$ cat config.mk
export PLATFORM = sky130hd
export DESIGN_NAME = rstseq_top
export DESIGN_NICKNAME = d
export VERILOG_FILES = /design/src/rtl/rstseq_pkg.sv /design/src/rtl/rstseq_sync.sv /design/src/rtl/rstseq_pulse.sv /design/src/rtl/rstseq_regs.sv /design/src/rtl/rstseq_top.sv
export SDC_FILE = /design/constraint.sdc
export NUM_CORES = 1
export LEC_CHECK = 0
export ABC_AREA = 0
export BUFFER_PORTS_ARGS = -buffer_cell sky130_fd_sc_hd__buf_2
export CORE_UTILIZATION = 55
export CTS_CLUSTER_SIZE = 14
export DETAILED_ROUTE_END_ITERATION = 6
export HOLD_SLACK_MARGIN = 0.06
export PLACE_DENSITY = 0.83
export SETUP_SLACK_MARGIN = 0.5
export SLEW_MARGIN = 20
export SYNTH_ARGS = -nofsm -noshare
export SYNTH_HDL_FRONTEND = slang
export SYNTH_SLANG_ARGS = --single-unit
export TNS_END_PERCENT = 20
$ cat constraint.sdc
create_clock -name clk -period 2.5 [get_ports clk]
set_input_delay 0.125 -clock clk [delete_from_list [all_inputs] [get_ports clk]]
set_output_delay 0.125 -clock clk [all_outputs]
set_load 0.02 [all_outputs]
$ cat src/rtl/rstseq_pkg.sv
package rstseq_pkg;
  typedef enum logic [1:0] {
    STRAP_OPEN = 2'b00,
    STRAP_ON   = 2'b01,
    STRAP_OFF  = 2'b10
  } strap_e;

  localparam int NCH    = 3;
  localparam int CH_POR = 0;
  localparam int CH_XIR = 1;
  localparam int CH_BP  = 2;

  localparam logic [1:0] ADDR_SET  = 2'd0;
  localparam logic [1:0] ADDR_CLR  = 2'd1;
  localparam logic [1:0] ADDR_BPRS = 2'd2;

  localparam int REQ_POR_BIT = 0;
  localparam int REQ_XIR_BIT = 1;
endpackage

$ cat src/rtl/rstseq_sync.sv
module rstseq_sync #(
  parameter int STAGES = 2
) (
  input  logic clk,
  input  logic rst,
  input  logic din,
  output logic dout
);
  logic [STAGES-1:0] sh;

  always_ff @(posedge clk) begin
    if (rst) sh <= '0;
    else     sh <= {sh[STAGES-2:0], din};
  end

  assign dout = sh[STAGES-1];
endmodule

$ cat src/rtl/rstseq_pulse.sv
module rstseq_pulse #(
  parameter int WIDTH = 16
) (
  input  logic clk,
  input  logic rst,
  input  logic req,
  output logic active,
  output logic active_next
);
  localparam int CNT_W = $clog2(WIDTH + 1);

  logic [CNT_W-1:0] cnt;

  always_ff @(posedge clk) begin
    if (rst)             cnt <= '0;
    else if (req)        cnt <= CNT_W'(WIDTH);
    else if (cnt != '0)  cnt <= cnt - CNT_W'(1);
  end

  assign active      = (cnt != '0);
  assign active_next = req | (cnt > CNT_W'(1));
endmodule

$ cat src/rtl/rstseq_regs.sv
module rstseq_regs
  import rstseq_pkg::*;
(
  input  logic       clk,
  input  logic       cold_rst,
  input  logic       wr,
  input  logic [1:0] addr,
  input  logic [1:0] wdata,
  output logic [1:0] bits,
  output logic       sw_por_trig,
  output logic       sw_xir_trig,
  output logic       sw_bp_trig
);
  logic wr_set, wr_clr, wr_bp;

  assign wr_set = wr && (addr == ADDR_SET);
  assign wr_clr = wr && (addr == ADDR_CLR);
  assign wr_bp  = wr && (addr == ADDR_BPRS);

  always_ff @(posedge clk) begin
    if (cold_rst)    bits <= '0;
    else if (wr_set) bits <= bits | wdata;
    else if (wr_clr) bits <= bits & ~wdata;
  end

  assign sw_por_trig = wr_set && wdata[REQ_POR_BIT];
  assign sw_xir_trig = wr_set && wdata[REQ_XIR_BIT];
  assign sw_bp_trig  = wr_bp  && wdata[0];
endmodule

$ cat src/rtl/rstseq_top.sv
module rstseq_top
  import rstseq_pkg::*;
#(
  parameter int PULSE_W     = 16,
  parameter int SYNC_STAGES = 2
) (
  input  logic       clk,
  input  logic       rst,
  input  logic       cold_rst,
  input  logic       bp_rst_in,
  input  logic [1:0] strap_in,
  input  logic [1:0] strap_out,
  input  logic       wdog2,
  input  logic       wdog3,
  input  logic       pwr_good,
  input  logic       reg_wr,
  input  logic [1:0] reg_addr,
  input  logic [1:0] reg_wdata,
  output logic [1:0] reg_rdata,
  output logic       xir_out,
  output logic       por_out,
  output logic       pwr_ok,
  output logic       bp_rst_out
);
  logic any_rst;
  logic bp_sync;
  logic in_ok, out_ok;
  logic sw_por_trig, sw_xir_trig, sw_bp_trig;
  logic por_req;
  logic [NCH-1:0] ch_req, ch_act, ch_next;
  logic pwr_ok_q;

  assign any_rst = rst | cold_rst;

  rstseq_sync #(.STAGES(SYNC_STAGES)) u_sync (
    .clk  (clk),
    .rst  (any_rst),
    .din  (bp_rst_in),
    .dout (bp_sync)
  );

  rstseq_regs u_regs (
    .clk         (clk),
    .cold_rst    (cold_rst),
    .wr          (reg_wr),
    .addr        (reg_addr),
    .wdata       (reg_wdata),
    .bits        (reg_rdata),
    .sw_por_trig (sw_por_trig),
    .sw_xir_trig (sw_xir_trig),
    .sw_bp_trig  (sw_bp_trig)
  );

  assign in_ok  = (strap_in  == STRAP_ON);
  assign out_ok = (strap_out == STRAP_ON);

  // system-wide sources
  assign por_req = wdog3 | sw_por_trig | ~pwr_good | (bp_sync & in_ok);

  assign ch_req[CH_POR] = por_req;
  // processor-only: dropped when a POR is requested or running
  assign ch_req[CH_XIR] = (wdog2 | sw_xir_trig) & ~por_req & ~ch_act[CH_POR];
  // backplane: software pulse or strapped POR propagation
  assign ch_req[CH_BP]  = sw_bp_trig | (por_req & out_ok);

  for (genvar g = 0; g < NCH; g++) begin : g_ch
    rstseq_pulse #(.WIDTH(PULSE_W)) u_pulse (
      .clk         (clk),
      .rst         (any_rst),
      .req         (ch_req[g]),
      .active      (ch_act[g]),
      .active_next (ch_next[g])
    );
  end

  always_ff @(posedge clk) begin
    if (any_rst) pwr_ok_q <= 1'b1;
    else         pwr_ok_q <= ~ch_next[CH_POR];
  end

  assign por_out    = ch_act[CH_POR];
  assign xir_out    = ch_act[CH_XIR];
  assign bp_rst_out = ch_act[CH_BP];
  assign pwr_ok     = pwr_ok_q;
endmodule

==> results.md <==
* WL final at 1922 µm
* Final antenna diode count at 0
* Fin Hold WS at 0.1028 ns
* Max_cap viols at 0
* Most used cell, CP: inv_1
* Top cells by area, synth: dfxtp_1 42%, nor2_1 6.3%, xnor2_1 5.5%, ha_1 5.3%, inv_1 4.3%
* Max Clock Skew at 0.002208 ns
* Final GP Congestion at 0.8938
* Yosys warnings at 0
* Setup Fix Bufs, Post-CTS at 0
* H-Tree Depth at 1
* Syn Area/Cell at 9.232 µm²
* Vias in the first global route at 778
* Post-route ant nets at 0
* Hold Violations, Final at 0
* Worst EP required at 2.38 ns
* Core region area at 1559 µm²
* Slew headroom at 61.53%
* Design Power at 0.6887 mW
* Vias/cell at 5.493
* DR vias at 813
* Setup TNS at 0 ns
* Grt total ovfl at 0
* Crit Path Class: reg2out
* # rows at 14
* Clock Sinks at 20
* Detailed-route wire length per cell at 12.99 µm
* Initial Util at 61.00%
* Nets at 153
* Die H at 43.58 µm
* DPL Wire Length at 1496 µm
* First-pass GRT wire length at 3263 µm
* Buf+Inv Stages, Crit Path at 3
* Largest net degree at the start of global routing at 12
* Sequential area share after synthesis at 42.11%
* Status: finished clean
* Top cell type's share of synthesized area at 42.11%
* Die width at 43.58 µm
* Worst setup SP type: flop
* Layout overhead on the synthesized area at 22.10%
* RSZ-0062 raised after global routing: true
* Worst slew pin tran at 0.5681 ns
* Proportion of layout cells with a drive suffix above 1 at 28.03%
* DRC errors left at 0
* Post-Syn Area at 950.9 µm²
* Post-route setup slack at 0.5661 ns
* Crit path DAT at 1.81 ns
* IO buf count at 21
* Tmin final at 1.934 ns
* DRT Pass-1 Iters at 4
* Worst-path clk slew at 0.12 ns
* #FFs+latches synth at 20
* CP cell instances: inv_1 > ha_1 > nor4b_2 > inv_1 > buf_2
* CTS tree: yes
* Fmax at 517.1 MHz
* PD cells at 593.1 nW/µm²
* Hold crit path type: in2reg
* Distinct cells, synth at 31
* Detailed Route Iter0 Violations at 10
* Syn Nets at 123
* Pleak at 0.4975 nW
* Max-slew violations at 0
* Final setup viols at 0
* Clock root cell: clkbuf_4
* Yosys top cell by area: dfxtp_1
* # IOs at 22
* GRT Overall Usage at 23.91%
* Critical Path Sink Type: output pin
* Worst path top cell family by delay: simple AND/OR/NAND/NOR gates
* Peak supply drop at 0.3323 mV
* CP max-delay cell: nor4b_2
* Fin crit share at 77.36%
* Worst Path Max Fanout at 4
* Clk buf depth at 2
* Worst-Skew Late Latency at 0.31 ns
* CTS buffer count at 3
* Initial antenna violation count at 0
* Mapped Cells at 103
* Die area at 1899 µm²
* CP max stage delay at 0.50 ns
* DP Worst Slack at 0.8076 ns
* Layout fillers at 103
-- layout make-up --
type | instances | area (µm²) | area share [%]
sequential | 20 | 400.4 | 34.48
clock buffer | 4 | 36.28 | 3.125
inverter | 11 | 41.29 | 3.556
tap | 16 | 20.02 | 1.724
multi-input combinational | 72 | 518.0 | 44.61
timing repair buffer | 25 | 145.1 | 12.50
-- stage by stage --
| step | utilization (%) | area (µm²) | cells |
|---|---|---|---|
| after CTS | 73.92 | 1152 | 148 |
| final | 74.48 | 1161 | 148 |
| after global routing | 74.48 | 1161 | 148 |
| after floorplan | - | 950.9 | 103 |
| after detailed placement | 69.02 | 1076 | 140 |
| after global placement | 69.02 | 1076 | 140 |
-- metal layers --
metal	wire length (µm)	part of all wire (%)	global-route usage, %
met1	904	47	31.05
met2	928	48	39.70
met3	63	3.3	3.750
met4	25	1.3	9.375
met5	0	0	0
-- where the power goes --
part / switching (mW) / internal, mW
registers: 0.00952 / 0.332
logic: 0.0812 / 0.0682
clock network: 0.109 / 0.0891
total: 0.200 / 0.489
-- path summary, 6_finish.rpt --
path | startpoint | end | slack, ns | cells after the start
worst max-delay path | g_ch[0].u_pulse.cnt[0]$_SDFFE_PP0P_ | por_out | 0.57 | 5
worst min-delay path | rst | g_ch[0].u_pulse.cnt[4]$_SDFFE_PP0P_ | 0.10 | 3
worst min register to register | u_sync.sh[0]$_SDFF_PP0_ | u_sync.sh[1]$_SDFF_PP0_ | 0.46 | 1
worst max register to register | g_ch[0].u_pulse.cnt[0]$_SDFFE_PP0P_ | g_ch[1].u_pulse.cnt[0]$_SDFFE_PP0P_ | 0.83 | 6
-- placed cells by master (no fill, tap or decap), types with 3 or more instances in the layout --
| cell | synthesis | final |
|---|---|---|
| inv_1 | 11 | 11 |
| buf_2 | 0 | 21 |
| dfxtp_1 | 20 | 20 |
| nor4b_2 | 2 | 3 |
| nor3_1 | 7 | 7 |
| ha_1 | 4 | 4 |
| nor2_1 | 16 | 15 |
| xnor2_1 | 6 | 6 |
| dlygate4sd3_1 | 0 | 4 |
| o21ai_0 | 4 | 4 |
| a21oi_1 | 5 | 5 |
| nand2_1 | 4 | 4 |
| clkbuf_4 | 0 | 3 |
-- tightest hold or removal path, cell delays in order --
cell and delay, ns:
buf_2 0.09, or2_2 0.12, nor2_1 0.05
-- cells in the mapped netlist (all sizes together) --
cell and n:
a311oi 1, a211oi 2, or3b 1, xnor2 6
nand2 4, inv 11, nor2b 1, dfxtp 20
nor2 16, nor3b 1, mux2 2, or3 1
and2 2, o311ai 1, a21oi 5, nand4b 1
o21ai 6, or4b 1, nor4b 3, or2 1
ha 4, mux2i 1, and4bb 2, a31oi 1
and3b 1, o32ai 1, nor3 7
-- state kept, by name, indices dropped and copies added, names as in the netlist, named ones only --
signal / count
g_ch.u_pulse.cnt: 15
pwr_ok: 1
u_sync.sh: 2
-- kinds of logic (layout without fill, tap and decap cells) --
kind of cell / count (synthesis) / after routing / share of synthesized area (%)
simple gates: 42 / 42 / 26.98
flops: 20 / 20 / 42.10
compound gates: 17 / 17 / 12.37
mux: 3 / 3 / 3.421
xor+xnor: 6 / 6 / 5.526
fa+ha+maj: 4 / 4 / 5.263
buf+inv: 11 / 40 / 4.342
-- timing repair --
action | in CTS | in global routing
endpoints found under the hold margin | 3 | 0
hold buffers | 4 | 0
setup endpoints to repair | 0 | 3
resized for setup | 0 | 2
(Power assumes the default switching activity.)
